<file path="config.mk">
export PLATFORM = sky130hd
export DESIGN_NAME = status_poller
export DESIGN_NICKNAME = d
export VERILOG_FILES = /design/src/rtl/status_poller.sv
export SDC_FILE = /design/constraint.sdc
export NUM_CORES = 1
export LEC_CHECK = 0
export BUFFER_PORTS_ARGS = -buffer_cell sky130_fd_sc_hd__buf_2
export CORE_UTILIZATION = 45
export CTS_CLUSTER_DIAMETER = 100
export DETAILED_ROUTE_END_ITERATION = 12
export GPL_ROUTABILITY_DRIVEN = 1
export PLACE_DENSITY = 0.88
export SLEW_MARGIN = 20
export SYNTH_ARGS = -nofsm -noshare
export SYNTH_HDL_FRONTEND = slang
export SYNTH_SLANG_ARGS = --single-unit
</file>
<file path="constraint.sdc">
create_clock -name clk -period 2.7 [get_ports clk]
set_clock_uncertainty 0.05 [all_clocks]
set_input_delay 0.54 -clock clk [delete_from_list [all_inputs] [get_ports clk]]
set_output_delay 0.54 -clock clk [all_outputs]
set_load 0.05 [all_outputs]
</file>
<file path="src/rtl/status_poller.sv">
module status_poller #(
  parameter int          STAT_W    = 16,
  parameter int          GAP_W     = 16,
  parameter int          CLR_W     = 8,
  parameter int          CLR_BIT   = 3,
  parameter logic [1:0]  POLL_MODE = 2'd2
) (
  input  logic              clk,
  input  logic              rst_n,
  input  logic              go,
  input  logic [1:0]        mode,
  input  logic              abort,
  input  logic [STAT_W-1:0] mask,
  input  logic [STAT_W-1:0] pattern,
  input  logic              wide,
  input  logic [GAP_W-1:0]  gap,
  input  logic              stop_on_match,
  input  logic              irq_en,
  input  logic              clr_wr,
  input  logic [CLR_W-1:0]  clr_data,
  input  logic              sck_tick,
  output logic              seq_start,
  input  logic              seq_done,
  input  logic [STAT_W-1:0] seq_status,
  output logic              busy,
  output logic              match_flag,
  output logic              irq
);
  localparam int LO_W = STAT_W / 2;
  localparam int HI_W = STAT_W - LO_W;

  typedef enum logic [1:0] {S_IDLE, S_ISSUE, S_WAIT, S_GAP} st_t;

  st_t              st;
  logic [GAP_W-1:0] cnt;
  logic [STAT_W-1:0] eff_mask;
  logic             hit, got, set_flag, clr_flag;

  assign eff_mask  = wide ? mask : {{HI_W{1'b0}}, mask[LO_W-1:0]};
  assign hit       = ((seq_status ^ pattern) & eff_mask) == '0;
  assign got       = (st == S_WAIT) && seq_done && !abort;
  assign set_flag  = got && hit;
  assign clr_flag  = clr_wr && clr_data[CLR_BIT];

  assign seq_start = (st == S_ISSUE);
  assign busy      = (st != S_IDLE);
  assign irq       = match_flag & irq_en;

  always_ff @(posedge clk or negedge rst_n) begin
    if (!rst_n) begin
      st         <= S_IDLE;
      cnt        <= '0;
      match_flag <= 1'b0;
    end else begin
      match_flag <= set_flag | (match_flag & ~clr_flag);
      if (abort) begin
        st <= S_IDLE;
      end else begin
        case (st)
          S_IDLE:  if (go && mode == POLL_MODE) st <= S_ISSUE;
          S_ISSUE: st <= S_WAIT;
          S_WAIT:
            if (seq_done) begin
              if (hit && stop_on_match) st <= S_IDLE;
              else if (gap == '0)       st <= S_ISSUE;
              else begin
                st  <= S_GAP;
                cnt <= gap;
              end
            end
          S_GAP:
            if (sck_tick) begin
              if (cnt == GAP_W'(1)) st <= S_ISSUE;
              cnt <= cnt - 1'b1;
            end
          default: st <= S_IDLE;
        endcase
      end
    end
  end
endmodule

</file>
==> results by stage <==
Floorplan:
- The die span in y is 61.33 um.
- The region available for standard cell placement spans 0.003363 mm^2.
- The floorplan has 21 rows.
- The initial core utilization is 47.10%.
- 88 I/O pins were placed.
- From left edge to right edge, the die measures 61.33 um.
- The die covers 0.003761 mm^2.

STA:
- The number of hold violations in the final report came to 0.
- The clock period minus worst slack is 2.394 ns.
- Setup slack on the critical path of the routed design comes to 0.3059 ns.
- The worst pin sits at a relative slew slack of 66.04%.
- The number of max-slew violations in the final report is 0.
- Setup repair after global routing left no endpoint under its margin.
- In the finished design, the share of the clock period the worst path needs comes to 88.67%.
- Setup violations remaining at the end of the flow were counted as 0.
- Based on the critical path, the design can be clocked at up to 417.7 MHz.
- Adding up every negative setup slack in the final design gives 0 ns.
- The worst-margin pin slew is 0.5048 ns.

Clock tree:
- The post-CTS clock slew at the launch and capture registers of the worst setup and hold paths is 0.12 ns.
- The hold buffer count at cts is 0.
- The number of gates resized after cts is 0.
- Counting every sink on the clock net gives 19.
- In this run, CTS created clock tree buffers numbering 3.
- The post-CTS setup buffer count is 0.
- The clock passes through at most 2 buffers.
- CTS built an H-tree with a depth of 1.
- TritonCTS built the clock tree.
- The worst-skew pair later-pin latency is 0.31 ns.
- The tree is rooted in a clkbuf_4.

Placement:
- The post-placement cell area is 0.002047 mm^2.
- The pre-CTS setup slack is 0.2387 ns.
- The HPWL after detailed placement is 3.438 mm.
- The count of input and output buffers is 80.
- Counting tap cells, the placed design contains a total of 319 instances.
- The final weighted congestion in routability-driven placement is 0.8307.

Synth:
- The synthesized flop and latch total is 19.
- The post-synthesis area per instance is 8.082 um^2.
- The gate count of the mapped netlist is 196.
- The synthesized netlist occupies a cell area of 0.001584 mm^2.
- The top cell type by total area after synthesis is dfrtp_1.
- The synthesized netlist contains 46 unique library cells.
- The Yosys step of the flow raised 0 warnings.
- The number of enable flip-flop cells after synthesis is 0.
- By area the synthesized netlist is led by dfrtp_1 (30%), a21oi_1 (5.7%), nand2_1 (5.7%).
- The commonest register cell after synthesis is dfrtp_1.
- In this run the biggest area consumer among cell types represents 30.02% of the synthesized area.
- The total nets after synthesis is 286.
- The proportion of synthesized flip-flops having asynchronous set or reset is 100.0%.
- Summing the sequential cell areas from Yosys gives 30.02% of the chip area.

Global route:
- The global-route wire length before repair is 7.024 mm.
- The number of global-route vias before repair is 1651.
- The overall overflow remaining after global route is 0.
- Entering global routing, the biggest net connects 30 pins.
- The number of antenna violations at the first check in global routing is 0.
- The global routing usage summed across all routing layers is 25.10%.

Drt:
- The pre-antenna-repair detailed-routing pass consisted of 4 iterations.
- The routed design has 4.337 mm of wire.
- Dividing the detail-routed via count by the number of cells gives 5.616.
- Summed over all nets, wire length on met2 after detailed routing comes to 2.215 mm.
- After the first detailed-routing iteration, the DRC count stood at 98.
- The met3 routed wirelength is 232 um.
- After detailed routing, the wire length on met1 is 1.863 mm.
- The total DRC errors in the routed layout is 0.
- The via count of the routed design is 1814.
- The post-route antenna net violation count is 0.
- The highest metal layer used by the detailed router is met4.
- Dividing the detail-routed wire length by the instance count gives 13.43 um.

Power and ir drop:
- Power spread over the standard cell area amounts to 611.8 mW/mm^2.
- Cell internal power was estimated by the tool at 0.7156 mW.
- The clock share of power is 11.6%.
- In this run the static leakage power is 0.9265 nW.
- The sequential cell fraction of total power is 43.5%.
- The power after layout is 1.269 mW.
- Combinational logic burns 44.9% of the power.
- The total net switching power is 0.5535 mW.
- Net switching is 43.61% of the power.
- The worst voltage drop across the vdd grid is 0.4105 mV.

Setup path:
- The data arrival time of the critical path is 2.55 ns.
- The worst setup path is launched from a flop.
- In this run the worst path has a maximum fanout of 24.
- The register-to-register path setup slack is 0.31 ns.
- In this run the critical register-to-register path is captured at cnt[15]$_DFFE_PN0P_.
- The critical path in this run is classified as reg -> reg.
- The startpoint identified for the worst register-to-register timing path is st[0]$_DFFE_PN0P_.
- At the worst endpoint, the required time is 2.86 ns.
- Measured in cells, the most critical reg-to-reg path has a length of 8.
- The element type at the critical path end is a flop.

Cells and area:
- The post-route cell area is 0.002074 mm^2.
- The repair_antennas step left the layout with diodes totalling 0.
- Summing all flip-flop and latch instances after layout gives 475.5 um^2.
- Once layout is complete, the cells apart from fillers number 323.
- The signed area change from the synthesized netlist to the final layout is 30.96%.
- The final-stage net count is 368.
- In the final layout, the share of cells above drive strength 1 is 35.02%.
- The combined area of the multi-input logic cells is 0.001046 mm^2.
- After filler insertion, the fill cell instance count of the layout stands at 325.
- The library cells used most frequently in the layout, excluding fill and tap cells, are buf_2 (80), nand2_1 (24), dfrtp_1 (19).
- The most frequent standard cell in the layout excluding fill and tap cells is buf_2.

Min path:
- The path class of the lowest-slack min-delay path is in -> async.

Outcome:
- The run finished with clean final reports.

Flow run:
- The tool flagged a number of max-cap violations equal to 0.
routing by layer:
metal | global-route usage (%) | vias to the layer above
met2 | 44.88 | 61
met4 | 6.032 | 0
met5 | 0 | -
met1 | 30.97 | 849
met3 | 5.252 | 2
li1 | - | 902
cells in the mapped netlist (2+ instances only):
cell	n
a21boi_0	2
dfrtp_1	19
nor2_1	13
a32o_1	2
ha_1	6
o21ai_1	3
o31ai_1	3
o21ai_0	9
a2bb2oi_1	2
a22oi_1	3
and4_1	2
inv_1	7
nand2_1	24
o22ai_1	7
nand2b_1	3
nor3_1	3
a21oi_1	18
xor2_1	10
clkbuf_1	5
o2bb2ai_1	4
a21boi_1	2
nor4_1	7
nand4_1	6
a31oi_1	3
buf_2	2
xnor2_1	6
nand3_1	6
area by class of cell:
type	count	area share, %
Inverter	8	1.448
Sequential cell	19	22.92
Timing Repair Buffer	85	21.11
Multi-Input combinational cell	161	50.42
Tap cell	46	2.774
Clock inverter	1	0.2413
Clock buffer	3	1.086
flip-flops by register name (all words and copies together) (netlist names):
signal      flops
st              2
cnt            16
match_flag      1
how the worst max path moves through the flow:
stage          depth (start not counted)  slack, ns                from                  end
3_3_place_gp                           8       0.33              gap[3]  cnt[10]$_DFFE_PN0P_
4_1_cts                                9       0.34   st[0]$_DFFE_PN0P_  cnt[15]$_DFFE_PN0P_
6_report                               8       0.31   st[0]$_DFFE_PN0P_  cnt[15]$_DFFE_PN0P_
5_1_grt                                9        0.1   st[0]$_DFFE_PN0P_  cnt[15]$_DFFE_PN0P_
3_5_place_dp                           8       0.24              gap[3]  cnt[10]$_DFFE_PN0P_
2_1_floorplan                          6       0.49  cnt[0]$_DFFE_PN0P_  cnt[13]$_DFFE_PN0P_
worst max-delay path, cell delays in order, from the launching register on:
cell and delay (ns):
dfrtp_1 0.42, inv_1 0.09, ha_1 0.30, nor4b_1 0.39, a31oi_1 0.14, a41oi_2 0.18
buf_4 0.27, o21ai_1 0.10, a221o_1 0.34
power groups by stage:
| stage | Clock, mW | Combinational [mW] | Sequential (mW) |
|---|---|---|---|
| after floorplan | 0 | 0.411 | 0.521 |
| after global placement | 0 | 0.549 | 0.548 |
| after detailed placement | 0 | 0.565 | 0.554 |
| after CTS | 0.153 | 0.567 | 0.548 |
| after global routing | 0.164 | 0.642 | 0.572 |
| final | 0.147 | 0.570 | 0.552 |
logic make-up (layout without fill, tap and decap cells):
logic type	after synthesis	count (layout)	share of synthesized area, %
buf+inv	16	97	3.949
compound gates	67	67	28.59
xor+xnor	16	16	8.846
fa+ha+maj	6	6	4.739
flops	19	19	30.02
simple gates	72	72	23.86
per-stage QoR:
stage	hold WS (ns)	utilization, %
2_1_floorplan	0.1944	-
3_3_place_gp	0.4216	60.86
3_5_place_dp	0.4378	60.86
4_1_cts	0.1102	61.68
5_1_grt	0.1223	61.68
6_report	0.1014	61.68
Note: power is estimated with default switching activity, not from simulation.
